[src/rtl/tba_pkg.sv]
package tba_pkg;

    localparam int BYTE_W = 8;
    localparam int NIB_W  = 4;

    typedef enum logic [1:0] {
        PW_NIB  = 2'd0,
        PW_BYTE = 2'd1,
        PW_WIDE = 2'd2,
        PW_RSVD = 2'd3
    } port_w_e;

    // Per-sample decision from the gating stage
    typedef struct packed {
        logic skip;   // discarded while seeking a sync point
        logic drop;   // carries no packet data
    } gate_t;

    function automatic logic [BYTE_W-1:0] join_nibbles(
        input logic [NIB_W-1:0] lo,
        input logic [NIB_W-1:0] hi
    );
        return {hi, lo};
    endfunction

endpackage

[src/rtl/tba_skip_gate.sv]
module tba_skip_gate
    import tba_pkg::*;
#(
    parameter int              STAT_W  = 3,
    parameter int              SKIP_W  = 4,
    parameter logic [STAT_W-1:0] TD_CODE = 3'd7
) (
    input  logic              clk,
    input  logic              rst,
    input  logic              skip_load,
    input  logic [SKIP_W-1:0] skip_count,
    input  logic              fire,
    input  logic [STAT_W-1:0] in_stat,
    input  logic              in_trig,
    input  logic              in_sync,
    output gate_t             dec,
    output logic              seek_idle
);

    logic [SKIP_W-1:0] cnt_q;
    logic              seeking;
    logic              final_sync;

    assign seeking    = (cnt_q != '0);
    assign final_sync = (cnt_q == SKIP_W'(1)) && in_sync;
    assign seek_idle  = !seeking;

    always_comb begin
        dec.skip = seeking && !final_sync;
        dec.drop = !dec.skip && ((in_stat == TD_CODE) || in_trig);
    end

    always_ff @(posedge clk) begin
        if (rst) begin
            cnt_q <= '0;
        end else if (skip_load) begin
            cnt_q <= skip_count;
        end else if (fire && seeking && in_sync) begin
            cnt_q <= cnt_q - SKIP_W'(1);
        end
    end

    AST_SEEK_MONOTONIC: assert property (@(posedge clk) disable iff (rst)
        !skip_load |=> (cnt_q <= $past(cnt_q)));

endmodule

[src/rtl/tba_packer.sv]
module tba_packer
    import tba_pkg::*;
#(
    parameter int DATA_W = 16
) (
    input  logic              clk,
    input  logic              rst,
    input  port_w_e           mode,
    input  logic              fire,
    input  logic              skip_load,
    input  gate_t             dec,
    input  logic [DATA_W-1:0] in_data,
    input  logic              in_last,
    output logic              emit,
    output logic [BYTE_W-1:0] byte_out,
    output logic              take
);

    localparam int HI_LSB = BYTE_W;

    logic             half_q, half_d;
    logic             pend_q, pend_d;
    logic [NIB_W-1:0] nib_q, nib_d;

    always_comb begin
        take     = 1'b0;
        emit     = 1'b0;
        byte_out = '0;
        half_d   = half_q;
        pend_d   = pend_q;
        nib_d    = nib_q;
        if (skip_load) begin
            half_d = 1'b0;
            pend_d = 1'b0;
        end else if (fire) begin
            if (dec.skip || dec.drop) begin
                take   = 1'b1;
                half_d = 1'b0;
                pend_d = 1'b0;
            end else begin
                case (mode)
                    PW_WIDE: begin
                        emit = 1'b1;
                        if (!half_q) begin
                            byte_out = in_data[BYTE_W-1:0];
                            half_d   = 1'b1;
                        end else begin
                            byte_out = in_data[HI_LSB +: BYTE_W];
                            half_d   = 1'b0;
                            take     = 1'b1;
                        end
                    end
                    PW_NIB: begin
                        take = 1'b1;
                        if (pend_q) begin
                            emit     = 1'b1;
                            byte_out = join_nibbles(nib_q, in_data[NIB_W-1:0]);
                            pend_d   = 1'b0;
                        end else if (!in_last) begin
                            nib_d  = in_data[NIB_W-1:0];
                            pend_d = 1'b1;
                        end
                    end
                    default: begin
                        take     = 1'b1;
                        emit     = 1'b1;
                        byte_out = in_data[BYTE_W-1:0];
                    end
                endcase
            end
        end
    end

    always_ff @(posedge clk) begin
        if (rst) begin
            half_q <= 1'b0;
            pend_q <= 1'b0;
            nib_q  <= '0;
        end else begin
            half_q <= half_d;
            pend_q <= pend_d;
            nib_q  <= nib_d;
        end
    end

    AST_HALF_WIDE_ONLY: assert property (@(posedge clk) disable iff (rst)
        (fire && mode != PW_WIDE) |=> !half_q);

endmodule

[src/rtl/tba_out_stage.sv]
module tba_out_stage
    import tba_pkg::*;
(
    input  logic              clk,
    input  logic              rst,
    input  logic              emit,
    input  logic [BYTE_W-1:0] byte_in,
    input  logic              out_ready,
    output logic              out_valid,
    output logic [BYTE_W-1:0] out_byte,
    output logic              go
);

    assign go = !out_valid || out_ready;

    always_ff @(posedge clk) begin
        if (rst) begin
            out_valid <= 1'b0;
            out_byte  <= '0;
        end else if (emit) begin
            out_valid <= 1'b1;
            out_byte  <= byte_in;
        end else if (out_ready) begin
            out_valid <= 1'b0;
        end
    end

    AST_STALL_HOLD: assert property (@(posedge clk) disable iff (rst)
        (out_valid && !out_ready) |=> (out_valid && $stable(out_byte)));

    AST_RESET_IDLE: assert property (@(posedge clk)
        rst |=> !out_valid);

endmodule

[src/rtl/trace_byte_assembler.sv]
module trace_byte_assembler
    import tba_pkg::*;
#(
    parameter int                STAT_W  = 3,
    parameter int                DATA_W  = 16,
    parameter int                SKIP_W  = 4,
    parameter logic [STAT_W-1:0] TD_CODE = 3'd7
) (
    input  logic              clk,
    input  logic              rst,
    input  logic [1:0]        port_mode,
    input  logic              in_valid,
    output logic              in_ready,
    input  logic [STAT_W-1:0] in_stat,
    input  logic [DATA_W-1:0] in_data,
    input  logic              in_trig,
    input  logic              in_sync,
    input  logic              in_last,
    input  logic              skip_load,
    input  logic [SKIP_W-1:0] skip_count,
    output logic              out_valid,
    input  logic              out_ready,
    output logic [7:0]        out_byte
);

    gate_t             dec;
    logic              seek_idle;
    logic              go;
    logic              fire;
    logic              emit;
    logic              take;
    logic [BYTE_W-1:0] packed_byte;
    port_w_e           mode;

    assign mode     = port_w_e'(port_mode);
    assign fire     = in_valid && go && !skip_load;
    assign in_ready = take;

    tba_skip_gate #(
        .STAT_W (STAT_W),
        .SKIP_W (SKIP_W),
        .TD_CODE(TD_CODE)
    ) u_gate (
        .clk       (clk),
        .rst       (rst),
        .skip_load (skip_load),
        .skip_count(skip_count),
        .fire      (fire),
        .in_stat   (in_stat),
        .in_trig   (in_trig),
        .in_sync   (in_sync),
        .dec       (dec),
        .seek_idle (seek_idle)
    );

    tba_packer #(
        .DATA_W(DATA_W)
    ) u_pack (
        .clk      (clk),
        .rst      (rst),
        .mode     (mode),
        .fire     (fire),
        .skip_load(skip_load),
        .dec      (dec),
        .in_data  (in_data),
        .in_last  (in_last),
        .emit     (emit),
        .byte_out (packed_byte),
        .take     (take)
    );

    tba_out_stage u_out (
        .clk      (clk),
        .rst      (rst),
        .emit     (emit),
        .byte_in  (packed_byte),
        .out_ready(out_ready),
        .out_valid(out_valid),
        .out_byte (out_byte),
        .go       (go)
    );

    AST_STALL_NO_TAKE: assert property (@(posedge clk) disable iff (rst)
        (out_valid && !out_ready) |-> !in_ready);

    AST_TD_SILENT: assert property (@(posedge clk) disable iff (rst)
        (in_valid && in_ready && seek_idle && in_stat == TD_CODE) |=> !out_valid);

    AST_TRIG_SILENT: assert property (@(posedge clk) disable iff (rst)
        (in_valid && in_ready && seek_idle && in_trig) |=> !out_valid);

    AST_LOAD_BLOCKS: assert property (@(posedge clk) disable iff (rst)
        skip_load |-> !in_ready);

endmodule

[config.mk]
export PLATFORM = sky130hd
export DESIGN_NAME = trace_byte_assembler
export DESIGN_NICKNAME = d
export VERILOG_FILES = /design/src/rtl/tba_pkg.sv /design/src/rtl/tba_skip_gate.sv /design/src/rtl/tba_packer.sv /design/src/rtl/tba_out_stage.sv /design/src/rtl/trace_byte_assembler.sv
export SDC_FILE = /design/constraint.sdc
export NUM_CORES = 1
export LEC_CHECK = 0
export ABC_AREA = 1
export BUFFER_PORTS_ARGS = -buffer_cell sky130_fd_sc_hd__buf_2
export CAP_MARGIN = 30
export CELL_PAD_IN_SITES_DETAIL_PLACEMENT = 1
export CELL_PAD_IN_SITES_GLOBAL_PLACEMENT = 1
export CORE_ASPECT_RATIO = 1.2
export CORE_MARGIN = 4
export CORE_UTILIZATION = 33
export CTS_CLUSTER_SIZE = 28
export DETAILED_ROUTE_END_ITERATION = 12
export HOLD_SLACK_MARGIN = 0.05
export PLACE_DENSITY_LB_ADDON = 0.1
export SETUP_SLACK_MARGIN = 0.4
export SLEW_MARGIN = 20
export SYNTH_ARGS = -nofsm -noshare
export SYNTH_HDL_FRONTEND = slang
export SYNTH_SLANG_ARGS = --single-unit
export TNS_END_PERCENT = 20
[constraint.sdc]
create_clock -name clk -period 1.55 [get_ports clk]
set_input_delay 0.31 -clock clk [delete_from_list [all_inputs] [get_ports clk]]
set_output_delay 0.31 -clock clk [all_outputs]
set_load 0.1 [all_outputs]
==> reports/qor.txt <==
run status: finished with violations
failing checks: negative setup slack
Layout area overhead: 46.4%
cell row count: 24
Die ar.: 4780 um^2
Adder-Cell Fraction of Synth Area: 0.0203
First-pass DRT Iterations: 4
final worst slack: -177 ps
clk root buf: clkbuf_8
worst-margin pin slew: 593 ps
startpoint types: register
cell taking the most area after synthesis: dfxtp_1
Non-Filler Instances: 288
part of the cycle the worst path needs: 1.11
post-synth top area share: 0.309
Peak VDD IR: 0.380 mV
Synth Area per Inst: 6.22 um^2
reg2reg path depth: 11
routed vias: 1430
io pins: 43
H-tree depth: 1
critical path required time: 1240 ps
sw frac: 0.340
initial antenna violation count: 0
Crit. Startpoint: u_gate.cnt_q[0]$_SDFFE_PP0P_
number of CTS-inserted buffers: 3
port bufs: 42
pre-CTS setup slack: -25.7 ps
worst reg2reg path startpoint: u_gate.cnt_q[1]$_SDFFE_PP0P_
hold path cells: 2
Crit Path Class: register to output port
initial core utilization: 0.342
final WL: 4090 um
mux share of post-synthesis cell area: 0
Final Hold Fails: 0
GP Congestion: 0.844
Slew Limit Fails: 0
Simple-Gate Fraction of Synth Area: 0.416
Cells after DPL: 279
unrepaired setup endpoints after global routing: yes
DRT iter0 DRCs: 40
maxcap violations: 0
Synth Cell Area: 1230 um^2
Filler Cell Count: 488
vias in the first global route: 1499
remaining global-route overflow: 0
core area: 3600 um^2
Synth Net Count: 233
Cells after Synth: 198
clock skew: 2.53 ps
sequential share of the synthesized area: 0.309
routed len/inst: 14.2 um
Min-Delay Startpoint: rst
Clock power frac: 0.285
crit path max fanout: 3
Max Freq: 579 MHz
residual antenna-violating net count after detailed routing: 0
HPWL after DPL: 3150 um
Skew-Pair Late Insertion Delay: 260 ps
Sw Pwr: 433 uW
Die Ht: 74.9 um
Final setup viols: 3
clock-pin slew on the worst setup and hold paths: 70 ps
post-route DRC violation count: 0
Slew HR: 0.604
post-synthesis compound-gate area fraction: 0.131
Clock Path Buffers: 2
PD cells: 706 nW/um^2
Synth cell types: 25
Seq cells post-synth: 19
Worst Setup End Kind: output port
CTS tree: done
Global Route Usage Sum: 0.181
min cycle time layout: 1730 ps
Pint: 841 uW
hold buffer count at CTS: 0
worst min path class: primary input to register
Nets: 285
Comb power frac: 0.303
Lkg Pwr: 0.000876 uW
top cells by area, synth: dfxtp_1 (31%), nand2_1 (17%), nor2_1 (12%)
YS warnings: 0
Reg power frac: 0.412
WP data arrival: 1420 ps
layout cells sized above 1: 0.345
post-synthesis xor/xnor area fraction: 0.00711
CTS sink cnt: 19
Antenna Diode Count: 0
die width: 63.8 um
post-layout util: 0.501
combinational family with the most area after synthesis: simple AND/OR/NAND/NOR gates
first-pass GRT wire length: 6740 um
via/cell ratio: 4.97
largest net degree at the start of global routing: 17
-- cells in the final DEF, fill, tap and decap left out, types with 2 or more instances in the layout --
cell	n
a21oi_1	6
buf_12	9
buf_2	32
buf_4	10
clkbuf_8	3
dfxtp_1	14
dfxtp_2	3
dfxtp_4	2
inv_1	21
inv_2	2
inv_4	3
nand2_1	51
nand2_2	6
nand2_4	2
nand3_1	11
nand3_4	2
nor2_1	37
nor2_4	2
o211ai_1	3
o21ai_0	12
o21ai_1	3
o21ai_2	3
-- power groups by stage --
stage	clock (uW)	combinational (uW)	sequential, uW
finish	363	386	525
global route	392	423	527
CTS	370	378	524
detailed placement	0	330	532
global placement	0	316	530
floorplan	0	178	579
-- area by class of cell --
| cell class | count | area, um^2 | share of cell area |
|---|---|---|---|
| inverter | 26 | 105 | 0.0583 |
| multi-input combinational | 148 | 783 | 0.434 |
| tap | 39 | 48.8 | 0.0270 |
| clock buffer | 4 | 45.0 | 0.0250 |
| timing repair buffer | 52 | 430 | 0.239 |
| sequential | 19 | 392 | 0.217 |
-- Yosys cell counts (all sizes together) --
master and instances:
a21oi 7, a31oi 1, buf 4, clkbuf 1, dfxtp 19, ha 2
inv 26, nand2 59, nand3 13, nand3b 1, nand4 1, nor2 41
o211ai 3, o21ai 18, o21bai 1, xor2 1
-- per-layer routing --
metal,global-route usage,vias up,part of all wire
met5,0,-,0
met4,0.0600,0,0.015
met2,0.379,31,0.59
li1,-,719,-
met3,0.0313,8,0.034
met1,0.178,672,0.36
-- final timing paths --
path | to | slack, ps
worst max-delay path | in_ready | -180
worst min-delay path | u_out.out_byte[3]$_SDFFE_PP0P_ | 230
worst max register to register | u_out.out_byte[2]$_SDFFE_PP0P_ | -40
worst min register to register | u_out.out_byte[3]$_SDFFE_PP0P_ | 490
-- stage by stage --
| step | instance area [um^2] | total power [uW] | hold slack [ps] | setup TNS (ps) |
|---|---|---|---|---|
| 2_1_floorplan | 1270 | 757 | 369 | -180 |
| 3_3_place_gp | 1540 | 846 | 451 | 0 |
| 3_5_place_dp | 1540 | 862 | 469 | -48.4 |
| 4_1_cts | 1760 | 1270 | 225 | -181 |
| 5_1_grt | 1800 | 1340 | 229 | -1770 |
| 6_report | 1800 | 1270 | 227 | -228 |
-- critical path, stage by stage (launching register included) --
cell and delay (ps):
dfxtp_4 380, inv_4 40, ha_4 150, inv_2 60
nand2_2 60, nand2_4 80, nor2_8 40, a31oi_4 150
buf_12 190
-- registers in the layout, indices dropped and copies added, names as in the netlist --
| name | flops |
|---|---|
| u_gate.cnt_q | 4 |
| u_out.out_byte | 8 |
| u_out.out_valid | 1 |
| u_pack.half_q | 1 |
| u_pack.nib_q | 4 |
| u_pack.pend_q | 1 |
-- what timing repair did --
| item | 4_1_cts | 5_1_grt |
|---|---|---|
| setup buffers | 5 | 0 |
| setup endpoints to repair | 29 | 27 |
| gates resized for setup | 47 | 10 |
| pin swaps | 14 | 4 |
-- cell families after synthesis --
logic type	count (synthesis)
flip-flops	19
buffers and inverters	31
adder cells (fa/ha/maj)	2
AO/OA/AOI/OAI	30
XOR/XNOR	1
AND/OR/NAND/NOR	115
(Power assumes the default switching activity.)
